==> config.mk <==
export PLATFORM = sky130hd
export DESIGN_NAME = rev_full_adder
export DESIGN_NICKNAME = d
export VERILOG_FILES = /design/src/rtl/rev_full_adder.sv
export SDC_FILE = /design/constraint.sdc
export NUM_CORES = 1
export LEC_CHECK = 0
export BUFFER_PORTS_ARGS = -buffer_cell sky130_fd_sc_hd__buf_4
export CELL_PAD_IN_SITES_DETAIL_PLACEMENT = 1
export CELL_PAD_IN_SITES_GLOBAL_PLACEMENT = 1
export CORE_AREA = 2 2 39 41
export DETAILED_ROUTE_END_ITERATION = 7
export DIE_AREA = 0 0 41 43
export GPL_ROUTABILITY_DRIVEN = 0
export GPL_TIMING_DRIVEN = 0
export PLACE_DENSITY_LB_ADDON = 0.1
export SYNTH_ARGS = -nofsm -noshare
export SYNTH_HDL_FRONTEND = slang
export SYNTH_SLANG_ARGS = --single-unit
==> constraint.sdc <==
create_clock -name vclk -period 10.95
set_input_delay 3.285 -clock vclk [all_inputs]
set_output_delay 3.285 -clock vclk [all_outputs]
set_load 0.01 [all_outputs]
==> src/rtl/rev_full_adder.sv <==
module pp_rev_gate (
  input  logic a,
  input  logic b,
  input  logic c,
  input  logic d,
  output logic p,
  output logic q,
  output logic r,
  output logic s
);
  assign p = a;
  assign q = a ^ b;
  assign r = (a & b) ^ c;
  assign s = (a & ~b) ^ d;

  always_comb begin
    a_r8_gate_parity: assert ((a ^ b ^ c ^ d) == (p ^ q ^ r ^ s))
      else $error("gate parity broken");
  end
endmodule

module rev_full_adder (
  input  logic       a,
  input  logic       b,
  input  logic       cin,
  input  logic [7:0] fault_mask,
  output logic       sum,
  output logic       cout,
  output logic [2:0] garbage,
  output logic       parity_err
);
  localparam int GATE_LINES = 4;
  localparam int NUM_GATES  = 2;
  localparam int ALL_LINES  = GATE_LINES * NUM_GATES;

  logic [GATE_LINES-1:0] g1_raw, g1, g2_raw, g2;
  logic [ALL_LINES-1:0]  flips;

  assign flips = fault_mask;

  pp_rev_gate u_g1 (
    .a(a), .b(b), .c(1'b0), .d(1'b0),
    .p(g1_raw[0]), .q(g1_raw[1]), .r(g1_raw[2]), .s(g1_raw[3])
  );

  assign g1 = g1_raw ^ flips[GATE_LINES-1:0];

  pp_rev_gate u_g2 (
    .a(g1[1]), .b(cin), .c(g1[2]), .d(g1[3]),
    .p(g2_raw[0]), .q(g2_raw[1]), .r(g2_raw[2]), .s(g2_raw[3])
  );

  assign g2 = g2_raw ^ flips[ALL_LINES-1:GATE_LINES];

  assign sum        = g2[1];
  assign cout       = g2[2];
  assign garbage    = {g2[3], g2[0], g1[0]};
  assign parity_err = (a ^ b ^ cin) ^ (^{sum, cout, garbage});

  always_comb begin
    if (fault_mask == '0) begin
      a_r1_sum: assert (sum == (a ^ b ^ cin))
        else $error("sum wrong");
      a_r2_carry: assert (cout == ((a & b) | (cin & (a ^ b))))
        else $error("carry wrong");
      a_r4_flag_clear: assert (!parity_err)
        else $error("flag without fault");
    end
    if ($countones(fault_mask) == 1) begin
      a_r5_single_flip: assert (parity_err)
        else $error("single flip missed");
    end
  end
endmodule

# Yosys cells after proc, flatten, opt, wreduce, memory -nomap -nowiden
# Index checks and enable logic that the tools add are counted.
# classes
bitwise_logic	14
n_reduce_logical	1
# op_table
op	n
bitwise XOR 4 bit	2
bitwise XOR 1 bit	6
XOR reduction 5 bit	1
bitwise AND 1 bit	4
NOT 1 bit	2
# word_totals
wordCells	15
inputBits	11
register_bits	0

# Longest topological paths before layout
# depth
ltp_word	8
mapped_depth	7

# Modules after synthesis
# Synthesis repeated with hierarchy kept, for this count alone.
# unflattened
hier_cells	28
hier_area_um2	281.5
# by_module_without_submodules
module	cells_per_inst	seq_area_each_um2	instances	area_each_um2
rev_full_adder	14	0.0	1	166.4
pp_rev_gate	7	0.0	2	57.6

# Worst setup path after synthesis
# OpenSTA, ideal clock, no wires.
# synth_path
path_type	input -> output
startpoint	in b
endpoint	out parity_err
path_buffers	0
arrival_time_ns	5.008
path_slack_ns	2.657
path_stages	7
path_cell_list	inv_1 -> ha_1 -> xnor2_1 -> ha_1 -> xnor2_2 -> xnor3_1 -> xor3_1
# synth_between
word_cells_on_any_way	14
cone_classes	bitwise: 13; reduce/logical: 1
# synth_lines
item	line_no	rtl
from (decl)	24	input logic b,
bitwise XOR 1 bit	12	assign q = a ^ b;
bitwise XOR 4 bit	46	assign g1 = g1_raw ^ flips[GATE_LINES-1:0];
bitwise XOR 1 bit	12	
bitwise XOR 4 bit	53	assign g2 = g2_raw ^ flips[ALL_LINES-1:GATE_LINES];
net sum	27	output logic sum,
XOR reduction 5 bit	58	assign parity_err = (a ^ b ^ cin) ^ (^{sum, cout, garbage});
bitwise XOR 1 bit	58	
to (decl)	30	output logic parity_err
# The timed path passes the listed nets, and every way through them passes these cells.

# Final worst setup path
# layout_path
startpoint	in a
endpoint	out parity_err
# layout_between
elab_chain_len	7
word_cells_on_any_way	13
cone_classes	bitwise: 12; reduce/logical: 1
# layout_lines
item	line_no	rtl
from (decl)	23	input logic a,
bitwise XOR 1 bit	12, 58	
bitwise XOR 4 bit	46	
bitwise AND 1 bit, on equally long branches	14, 13	
bitwise XOR 1 bit, on equally long branches	14, 13	
bitwise XOR 4 bit	53	
XOR reduction 5 bit	58	
bitwise XOR 1 bit (*)	58	
# Every way passes the cells marked *; elsewhere a longest branch is shown, timed or not.

==> metrics.md <==
| Metric | Value |
|---|---|
| Metal1 wirelength | `151 um` |
| Final Core Density | `between 20% and 30%` |
| Wire length on met3 | `~42 um` |
| All-Layer GR Usage | `under 10%` |
| CTS resizes | `0` |
| Ratio of final minimum period to clock period | `77.8%` |
| Dpl ws | `roughly 2.4 ns` |
| Initial antenna violation count | `0` |
| Setup tns final | `0 ns` |
| Synth area leader | `ha_1` |
| Number of detailed-route iterations in the first pass | `1` |
| Slowest stage delay, CP | `approximately 0.35 ns` |
| FF/Latch Area | `0 um2` |
| Setup crit start kind | `primary input` |
| Antenna viol nets, final | `0` |
| Area delta synth->final | `66.7%` |
| Cts hold-fix bufs | `0` |
| Worst Hold Class | `in2out` |
| Port bufs | `17` |
| Syn avg cell area | `11.7 um2` |
| WP data arrival | `5.23 ns` |
| Gr ovfl total | `0` |
| Syn. warnings | `0` |
| Hold slack | `roughly 7 ns` |
| Total chip power | `around 0.041 mW` |
| Die width | `slightly above 40 um` |
| Vias in the first global route | `between 150 and 200` |
| Mapped Area | `about 220 um2` |
| Status | `finished clean` |
| Worst setup margin | `between 2 and 2.5 ns` |
| Worst path required time | `7.67 ns` |
| Finish-stage setup viols | `0` |
| Synth cell types | `7` |
| Antenna Cells | `0` |
| Routed vias | `about 180` |
| PD cells | `roughly 110 mW/mm2` |
| Die area | `about 0.0018 mm2` |
| Final WL | `432 um` |
| Nets@finish | `53` |
| Synth Instances | `19` |
| DRC viols | `0` |
| Slew of the pin with the lowest slew margin | `slightly below 0.3 ns` |
| Syn nets | `34` |
| Starting density of the core | `approximately 16%` |
| Pleak | `a little over 0.2 nW` |
| Seq cells | `0` |
| CP Cell Sequence | `buf_4 > ha_1 > xnor2_1 > ha_1 > xnor2_2 > xnor3_1 > xor3_1 > buf_4` |
| Crit end category | `output pin` |
| Synth top area cells | `ha_1 (23%), xnor3_1 (20%), xnor2_1 (20%), xor2_1 (16%), xor3_1 (11%)` |
| Area of the core | `approximately 0.0014 mm2` |
| Final Max Tran Viols | `0` |
| Final min period | `approximately 8.5 ns` |
| Crit-path slowest cell | `xnor3_1` |
| Max Cap Viol | `0` |
| Die height | `43 um` |
| Pin count of the biggest net entering global routing | `4` |
| Final Hold Fails | `0` |
| Seq/Total Area, Yosys | `0%` |
| Proportion of layout cells with a drive suffix above 1 | `between 50% and 60%` |
| # IOs | `17` |
| Setup bufs post-CTS | `0` |
| Max Used Layer | `met3` |
| RSZ-0062 raised after global routing | `false` |
| Vias/cell | `3.38` |
| Routed met2 length | `approximately 240 um` |
| Max FO, Critical Path | `3` |
| Drt wl/cell | `8.31 um` |
| Clkbuf count | `0` |
| Kind of critical path | `in2out` |
| Max Fclk | `117 MHz` |
| Rows | `14` |
| First-pass GRT wire length | `between 600 and 700 um` |
| Post-synth top area share | `between 20% and 30%` |
| Initial DRC count | `0` |
| Slew margin rel. | `roughly 80%` |
| Peak VDD IR | `roughly 0.048 mV` |
==> worst max-delay path, delay by kind of cell <==
kind	cells	cell delay (ns)
XOR/XNOR	4	1.04
buffers and inverters	2	0.27
adder cells (fa/ha/maj)	2	0.62
==> cells by family after synthesis <==
| logic type | count (synthesis) | synth area share (%) |
|---|---|---|
| xor gates and xnor gates | 13 | 74.0 |
| adders and majority gates | 4 | 22.6 |
| buffers and inverters | 2 | 3.39 |
==> area by class of cell <==
class / count / area [um2]
fill: 165 / 1010
inverter: 2 / 7.51
multi-input combinational: 17 / 214
tap: 16 / 20.0
timing repair buffer: 17 / 128
==> routing by layer <==
layer | vias to the layer above | global-route usage (%)
met5 | - | 0
met4 | 0 | 0
met3 | 0 | 0
met2 | 7 | 10.3
met1 | 75 | 6.73
li1 | 94 | -
==> where the power goes <==
group / switching, mW / internal, mW
Combinational: 0.0153 / 0.0257
Sequential: 0 / 0
Clock: 0 / 0
==> layout by cell type, fill, tap and decap left out, drive strengths merged <==
| cell type | synthesis | layout |
|---|---|---|
| buf | 0 | 17 |
| xnor2 | 6 | 6 |
| xor2 | 4 | 4 |
| ha | 4 | 4 |
| inv | 2 | 2 |
| xnor3 | 2 | 2 |
| xor3 | 1 | 1 |
==> worst paths after layout <==
| kind | slack [ns] | start | to | cells after the start |
|---|---|---|---|---|
| worst max-delay path | 2.43 | a | parity_err | 8 |
| worst min-delay path | 6.86 | fault_mask[4] | garbage[1] | 3 |
==> synth_stat cells <==
cell type and instances:
inv_1 2, ha_1 4, xor2_1 4, xor3_1 1
xnor2_1 5, xnor2_2 1, xnor3_1 2
==> metrics by stage <==
stage / area (um2) / std cells
final: 369 / 52
after global routing: 369 / 52
after CTS: 369 / 52
after detailed placement: 369 / 52
after global placement: 369 / 52
after floorplan: 221 / 19
Power figures use the tool's default switching activity.
